File: src/rtl/pwm_nco_pkg.sv
package pwm_nco_pkg;

   localparam int CH_FIELD_W  = 4;
   localparam int CH_STRIDE   = 8;
   localparam int ADDR_CTRL   = 8'h00;
   localparam int ADDR_SEL    = 8'h04;

   // per-channel control field, bit 0 first: run, oe_n, force_hi, od
   typedef struct packed {
      logic od;
      logic force_hi;
      logic oe_n;
      logic run;
   } ch_ctrl_t;

   function automatic int cw_hi_addr(int n);
      return 8'h08 + CH_STRIDE * n;
   endfunction

   function automatic int cw_lo_addr(int n);
      return 8'h0C + CH_STRIDE * n;
   endfunction

   function automatic int on_addr(int n);
      return 8'h18 + CH_STRIDE * n;
   endfunction

   function automatic int per_addr(int n);
      return 8'h1C + CH_STRIDE * n;
   endfunction

endpackage

File: src/rtl/pwm_nco_osc.sv
module pwm_nco_osc #(
   parameter int ACC_W = 16
) (
   input  logic             clk,
   input  logic             rst_n,
   input  logic             run,
   input  logic [ACC_W-1:0] cword,
   output logic             tick,
   output logic             square
);

   logic [ACC_W-1:0] incr;
   logic [ACC_W-1:0] acc_q;
   logic             tick_q;
   logic [ACC_W:0]   sum;

   // fold words above half scale back to their two's complement
   always_comb begin
      if (cword[ACC_W-1])
         incr = ~cword + 1'b1;
      else
         incr = cword;
      sum = {1'b0, acc_q} + {1'b0, incr};
   end

   always_ff @(posedge clk) begin
      if (!rst_n) begin
         acc_q  <= '0;
         tick_q <= 1'b0;
      end else if (!run) begin
         acc_q  <= '0;
         tick_q <= 1'b0;
      end else begin
         acc_q  <= sum[ACC_W-1:0];
         tick_q <= sum[ACC_W];
      end
   end

   assign tick   = tick_q;
   assign square = run & acc_q[ACC_W-1];

   // idle channel keeps its phase at zero
   assert_osc_hold_R6: assert property (@(posedge clk) disable iff (!rst_n)
      !run |=> (acc_q == '0 && !tick_q));

   // folded increment never exceeds half scale, so carries never come back to back
   assert_tick_gap_R2: assert property (@(posedge clk) disable iff (!rst_n)
      tick_q |=> !tick_q);

endmodule

File: src/rtl/pwm_nco_cfgen.sv
module pwm_nco_cfgen #(
   parameter int CNT_W = 8
) (
   input  logic             clk,
   input  logic             rst_n,
   input  logic             run,
   input  logic             tick,
   input  logic [CNT_W-1:0] on_new,
   input  logic [CNT_W-1:0] per_new,
   output logic             pwm_hi
);

   logic [CNT_W-1:0] cnt_q;
   logic [CNT_W-1:0] on_act;
   logic [CNT_W-1:0] per_act;
   logic             wrap;

   assign wrap = tick && (cnt_q == per_act);

   always_ff @(posedge clk) begin
      if (!rst_n) begin
         cnt_q   <= '0;
         on_act  <= '0;
         per_act <= '0;
      end else if (!run) begin
         cnt_q   <= '0;
         on_act  <= on_new;
         per_act <= per_new;
      end else if (tick) begin
         if (wrap) begin
            cnt_q   <= '0;
            on_act  <= on_new;
            per_act <= per_new;
         end else begin
            cnt_q <= cnt_q + 1'b1;
         end
      end
   end

   assign pwm_hi = run && (cnt_q < on_act);

   // the phase counter stays inside the active period
   assert_cnt_range_R3: assert property (@(posedge clk) disable iff (!rst_n)
      cnt_q <= per_act);

   // shadow values only move at a period boundary or while idle
   assert_shadow_R10: assert property (@(posedge clk) disable iff (!rst_n)
      (run && !wrap) |=> ($stable(on_act) && $stable(per_act)));

   // on beyond period gives an unbroken high level
   assert_full_duty_R4: assert property (@(posedge clk) disable iff (!rst_n)
      (run && on_act > per_act) |-> pwm_hi);

endmodule

File: src/rtl/pwm_nco_pad.sv
module pwm_nco_pad
   import pwm_nco_pkg::*;
(
   input  ch_ctrl_t cfg,
   input  logic     sel_pwm,
   input  logic     pwm_hi,
   input  logic     square,
   output logic     pad_out,
   output logic     pad_oe
);

   logic level;

   always_comb begin
      if (cfg.force_hi)
         level = 1'b1;
      else if (sel_pwm)
         level = pwm_hi;
      else
         level = square;

      if (cfg.od) begin
         pad_out = 1'b0;
         pad_oe  = !cfg.oe_n && !level;
      end else begin
         pad_out = level;
         pad_oe  = !cfg.oe_n;
      end
   end

endmodule

File: src/rtl/pwm_nco_pair.sv
module pwm_nco_pair
   import pwm_nco_pkg::*;
#(
   parameter int NUM_CH = 2,
   parameter int ACC_W  = 16,
   parameter int CNT_W  = 8,
   parameter int ADDR_W = 8,
   parameter int DATA_W = 8
) (
   input  logic              clk,
   input  logic              rst_n,
   input  logic              reg_wr,
   input  logic [ADDR_W-1:0] reg_addr,
   input  logic [DATA_W-1:0] reg_wdata,
   output logic [DATA_W-1:0] reg_rdata,
   output logic [NUM_CH-1:0] pad_out,
   output logic [NUM_CH-1:0] pad_oe
);

   localparam int CTRL_W = CH_FIELD_W * NUM_CH;
   localparam logic [CH_FIELD_W-1:0] CTRL_RST_FIELD = 4'b0010;

   if (NUM_CH < 1 || NUM_CH > 2) begin : g_bad_ch
      $error("pwm_nco_pair: NUM_CH must be 1 or 2 for this address map");
   end
   if (ACC_W != 16) begin : g_bad_acc
      $error("pwm_nco_pair: control word is written as two bytes, ACC_W must be 16");
   end
   if (CNT_W < 1 || CNT_W > 8) begin : g_bad_cnt
      $error("pwm_nco_pair: CNT_W must lie in 1..8");
   end
   if (ADDR_W < 8 || DATA_W < 8 || DATA_W < CTRL_W) begin : g_bad_bus
      $error("pwm_nco_pair: address and data must be at least one byte wide");
   end

   logic [CTRL_W-1:0] ctrl_q;
   logic [NUM_CH-1:0] sel_q;
   logic [ACC_W-1:0]  cw_v  [NUM_CH];
   logic [CNT_W-1:0]  on_v  [NUM_CH];
   logic [CNT_W-1:0]  per_v [NUM_CH];

   always_ff @(posedge clk) begin
      if (!rst_n) begin
         ctrl_q <= {NUM_CH{CTRL_RST_FIELD}};
         sel_q  <= '0;
      end else if (reg_wr) begin
         if (reg_addr == ADDR_W'(ADDR_CTRL))
            ctrl_q <= reg_wdata[CTRL_W-1:0];
         if (reg_addr == ADDR_W'(ADDR_SEL))
            for (int n = 0; n < NUM_CH; n++)
               sel_q[n] <= reg_wdata[CH_FIELD_W*n];
      end
   end

   always_comb begin
      reg_rdata = '0;
      if (reg_addr == ADDR_W'(ADDR_CTRL))
         reg_rdata[CTRL_W-1:0] = ctrl_q;
      if (reg_addr == ADDR_W'(ADDR_SEL))
         for (int n = 0; n < NUM_CH; n++)
            reg_rdata[CH_FIELD_W*n] = sel_q[n];
      for (int n = 0; n < NUM_CH; n++) begin
         if (reg_addr == ADDR_W'(cw_hi_addr(n)))
            reg_rdata[7:0] = cw_v[n][ACC_W-1:8];
         if (reg_addr == ADDR_W'(cw_lo_addr(n)))
            reg_rdata[7:0] = cw_v[n][7:0];
         if (reg_addr == ADDR_W'(on_addr(n)))
            reg_rdata[CNT_W-1:0] = on_v[n];
         if (reg_addr == ADDR_W'(per_addr(n)))
            reg_rdata[CNT_W-1:0] = per_v[n];
      end
   end

   for (genvar n = 0; n < NUM_CH; n++) begin : g_ch
      localparam int A_HI  = cw_hi_addr(n);
      localparam int A_LO  = cw_lo_addr(n);
      localparam int A_ON  = on_addr(n);
      localparam int A_PER = per_addr(n);

      logic [ACC_W-1:0] cw_q;
      logic [CNT_W-1:0] on_q;
      logic [CNT_W-1:0] per_q;
      ch_ctrl_t         cfg;
      logic             tick;
      logic             square;
      logic             pwm_hi;

      always_ff @(posedge clk) begin
         if (!rst_n) begin
            cw_q  <= '0;
            on_q  <= '0;
            per_q <= '0;
         end else if (reg_wr) begin
            if (reg_addr == ADDR_W'(A_HI))
               cw_q[ACC_W-1:8] <= reg_wdata[7:0];
            if (reg_addr == ADDR_W'(A_LO))
               cw_q[7:0] <= reg_wdata[7:0];
            if (reg_addr == ADDR_W'(A_ON))
               on_q <= reg_wdata[CNT_W-1:0];
            if (reg_addr == ADDR_W'(A_PER))
               per_q <= reg_wdata[CNT_W-1:0];
         end
      end

      assign cw_v[n]  = cw_q;
      assign on_v[n]  = on_q;
      assign per_v[n] = per_q;
      assign cfg      = ch_ctrl_t'(ctrl_q[CH_FIELD_W*n +: CH_FIELD_W]);

      pwm_nco_osc #(.ACC_W(ACC_W)) u_osc (
         .clk    (clk),
         .rst_n  (rst_n),
         .run    (cfg.run),
         .cword  (cw_q),
         .tick   (tick),
         .square (square)
      );

      pwm_nco_cfgen #(.CNT_W(CNT_W)) u_cfgen (
         .clk     (clk),
         .rst_n   (rst_n),
         .run     (cfg.run),
         .tick    (tick),
         .on_new  (on_q),
         .per_new (per_q),
         .pwm_hi  (pwm_hi)
      );

      pwm_nco_pad u_pad (
         .cfg     (cfg),
         .sel_pwm (sel_q[n]),
         .pwm_hi  (pwm_hi),
         .square  (square),
         .pad_out (pad_out[n]),
         .pad_oe  (pad_oe[n])
      );

      // a disabled output never enables its pad
      assert_oe_off_R8: assert property (@(posedge clk) disable iff (!rst_n)
         cfg.oe_n |-> !pad_oe[n]);

      // forced level reaches a push-pull pad
      assert_force_R7: assert property (@(posedge clk) disable iff (!rst_n)
         (cfg.force_hi && !cfg.od) |-> pad_out[n]);

      // an open-drain pad never drives a one
      assert_od_low_R9: assert property (@(posedge clk) disable iff (!rst_n)
         cfg.od |-> !pad_out[n]);

      // an idle, unforced channel shows a low level
      assert_idle_low_R6: assert property (@(posedge clk) disable iff (!rst_n)
         (!cfg.run && !cfg.force_hi && !cfg.od) |-> !pad_out[n]);
   end

endmodule

File: config.mk
export PLATFORM = sky130hd
export DESIGN_NAME = pwm_nco_pair
export DESIGN_NICKNAME = d
export VERILOG_FILES = /design/src/rtl/pwm_nco_pkg.sv /design/src/rtl/pwm_nco_osc.sv /design/src/rtl/pwm_nco_cfgen.sv /design/src/rtl/pwm_nco_pad.sv /design/src/rtl/pwm_nco_pair.sv
export SDC_FILE = /design/constraint.sdc
export NUM_CORES = 1
export LEC_CHECK = 0
export ABC_CLOCK_PERIOD_IN_PS = 4700
export BUFFER_PORTS_ARGS = -buffer_cell sky130_fd_sc_hd__clkbuf_2
export CAP_MARGIN = 20
export CELL_PAD_IN_SITES_DETAIL_PLACEMENT = 0
export CELL_PAD_IN_SITES_GLOBAL_PLACEMENT = 1
export CORE_ASPECT_RATIO = 1.25
export CORE_UTILIZATION = 38
export CTS_BUF_LIST = sky130_fd_sc_hd__clkbuf_8 sky130_fd_sc_hd__clkbuf_16
export CTS_CLUSTER_DIAMETER = 40
export DETAILED_ROUTE_END_ITERATION = 8
export GPL_ROUTABILITY_DRIVEN = 0
export PLACE_DENSITY_LB_ADDON = 0.1
export SLEW_MARGIN = 20
export SYNTH_ARGS = -nofsm -noshare
export SYNTH_HDL_FRONTEND = slang
export SYNTH_SLANG_ARGS = --single-unit
File: constraint.sdc
create_clock -name clk -period 4.7 [get_ports clk]
set_input_delay 0.47 -clock clk [delete_from_list [all_inputs] [get_ports clk]]
set_output_delay 0.47 -clock clk [all_outputs]
set_load 0.01 [all_outputs]
==> run metrics <==
EDFF count, synth=0; R2R cell count=14; Longest Clk Path Bufs=2; largest family of logic cells by synthesized area=simple AND/OR/NAND/NOR gates; WS Path Type=register to register; prevailing post-synth register cell=dfxtp_1; total power divided by cell area=between 200 and 300 nW/um2; WP data arrival=roughly 3.8 ns; CP Capture Type=register; cell with the largest stage delay on the worst path=or4_1; hold_ws=0.487 ns; die area=~25000 um2; stages on the worst setup path=14; TritonCTS clock tree=yes; Worst IR Drop VDD=approximately 0.00022 V; CP most frequent cell=ha_1; dpl ws=approximately 1.2 ns; initial antenna violation count=1; synthesized area=approximately 9200 um2; router iterations before antenna repair=4; CTS Root Cell=clkbuf_16; gr ovfl total=0; Area growth syn-to-layout=10.0%; Rows=between 60 and 70; H-tree Lvls=4; layout cells sized above 1=under 10%; CP delay by family, top=compound AO/OA/AOI/OAI gates; Crit path required time=~5 ns; post-synthesis mux area share=between 10% and 20%; Syn Area/Cell=between 8 and 9 um2; Yosys cell types=69; Remaining DRCs=0; Worst-Margin Slew=~0.92 ns; final setup margin=between 1 and 1.5 ns; Final Hold Vio Count=0; number of CTS-inserted buffers=17; Simple-Gate Fraction of Synth Area=20.8%; max-slew violations=0; net count after synthesis=between 1000 and 1500; Starting Density=a little under 40%; post-CTS setup buffer count=0; Synth Area in XOR/XNOR=under 10%; Power Total=2770 uW; slowest cell delay on critical path=0.42 ns; CP startpoint kind=register; Final nets=approximately 1100; Placed Cells incl. Taps=1338; CTS resizes=0; die width=141 um; LEAKAGE=~0.0043 uW; Final Setup Violations=0; RSZ-0062 raised after global routing=false; Final min period=roughly 3.5 ns; diodes inserted=0; worst relative slew slack=around two fifths; sum of negative setup slack=0 ns; outcome=completed; clock transition at the registers of the reported paths=around 0.070 ns; Cell Count, Final, Fillers Out=around 1400; fin crit share=around three quarters; Ys Warns=0; FMAX=roughly 280 MHz; Wirelength per Cell=17.9 um; routed vias/inst=5.19; clk_lat worst skew=~0.43 ns; HPWL after DPL=~18000 um; Initial DRC Count=332; Hold Path Stages=3; die height=176 um; Yosys reg bits=roughly 160; Post-synth ARST share=0%; first-pass GRT wire length=roughly 39000 um; post-route ant nets=0; Global Route Usage Sum=20.7%; worst hold path type=primary input to register; I/O pin cnt=31; vias=roughly 7000; post-synthesis compound-gate area fraction=approximately 14%; vias in the first global route=roughly 7000; core box area=23700 um2; Post-Synth Adder-Cell Area=under 10%; Clock Sinks=about 160; crit path cell chain=inv_1, ha_1, nand2b_1, or4_1, or2_2, o41ai_1, xnor2_1, ha_1, and3_1, a211o_1, a21o_1, a221oi_1, xor2_1, nor2_1; IO buf count=30; clock skew=about 0.011 ns; number of max-cap violations=0; final WL=about 24000 um; Buf+Inv Stages, Crit Path=1; largest net degree at the start of global routing=74; register area share after synthesis=roughly a third; Max FO, Critical Path=6; Hold Buf Count CTS=0; Mapped Cells=about 1000
==> per-stage QoR <==
stage | cell area [um2] | util [%]
final | 10100 | 42.6
after global routing | 10100 | 42.6
after detailed placement | 9530 | 40.2
after floorplan | 9180 | -
after CTS | 10100 | 42.6
after global placement | 9530 | 40.2
==> tightest hold or removal path: stages <==
cell and delay [ns]:
clkbuf_2 0.22, nand2_1 0.10, a21boi_0 0.07
==> per-layer routing <==
metal / global-route usage (%) / part of all wire (%) / up-vias
met5: 0 / 0.045 / -
met4: 7.47 / 2.3 / 2
met3: 3.00 / 1.9 / 34
met2: 36.2 / 50 / 74
met1: 25.7 / 46 / 3344
li1: - / - / 3659
==> layout make-up <==
class	count	area, um2
Clock inverter	15	148
Inverter	27	101
Tap cell	325	407
Clock buffer	17	425
Multi-Input combinational cell	796	5720
Sequential cell	156	3120
Timing Repair Buffer	34	180
Fill cell	2416	13600
==> report_power, final <==
group,total (uW),internal (uW),switching (uW)
Combinational,97.5,32.3,65.1
Clock,1350,707,646
Sequential,1320,1320,1.24
==> flip-flops by register name, summed over array words and instances, names as in the netlist <==
signal                flops
g_ch.u_cfgen.cnt_q       16
g_ch.u_cfgen.per_act     16
g_ch.u_osc.acc_q         32
ctrl_q                    8
g_ch.u_cfgen.on_act      16
g_ch.cw_q                32
g_ch.per_q               16
g_ch.u_osc.tick           2
g_ch.on_q                16
sel_q                     2
==> cell usage in the layout, fill, tap and decap left out, types with 4 or more instances in the layout <==
cell,n
ha_1,54
nor3_1,22
nor2b_1,104
clkbuf_2,30
a211oi_1,13
clkbuf_16,17
nand2b_1,15
a21boi_0,8
a22oi_1,7
nor2_1,71
xnor2_1,37
o31ai_1,9
a31oi_1,8
a21o_1,13
xor2_1,33
inv_1,27
and3_1,6
o41ai_1,4
a21oi_1,33
nand3_1,19
o21ai_0,51
mux2i_1,118
or4_1,9
inv_6,6
nand2_1,66
o21a_1,9
nand4_1,11
o22ai_1,11
inv_8,4
buf_4,4
dfxtp_1,156
nor4_1,6
==> cells in the mapped netlist (15+ instances only) <==
cell	count	share of area (%)
dfxtp_1	156	34
mux2i_1	118	13
nor2b_1	104	7.1
nor2_1	71	2.9
nand2_1	66	2.7
ha_1	54	7.4
o21ai_0	51	2.8
xnor2_1	37	3.5
a21oi_1	33	1.8
xor2_1	33	3.1
clkbuf_1	32	1.3
inv_1	27	1.1
nor3_1	22	1.2
nand3_1	19	1.0
nand2b_1	15	1.0
==> kinds of logic (layout without fill, tap and decap cells) <==
| group | Yosys count | in the layout |
|---|---|---|
| simple gates | 354 | 354 |
| compound gates | 196 | 196 |
| flops | 156 | 156 |
| mux | 120 | 120 |
| buf+inv | 79 | 93 |
| xor+xnor | 70 | 70 |
| fa+ha+maj | 56 | 56 |
==> worst paths after layout <==
path	start	slack [ns]	to
worst max register to register	g_ch[1].cw_q[0]	1.15	g_ch[1].u_osc.acc_q[13]
worst min-delay path	reg_wdata[7]	0.49	g_ch[1].per_q[7]
worst max-delay path	g_ch[1].cw_q[0]	1.15	g_ch[1].u_osc.acc_q[13]
worst min register to register	g_ch[1].per_q[6]	0.52	g_ch[1].per_q[6]
Note: power is estimated with default switching activity, not from simulation.
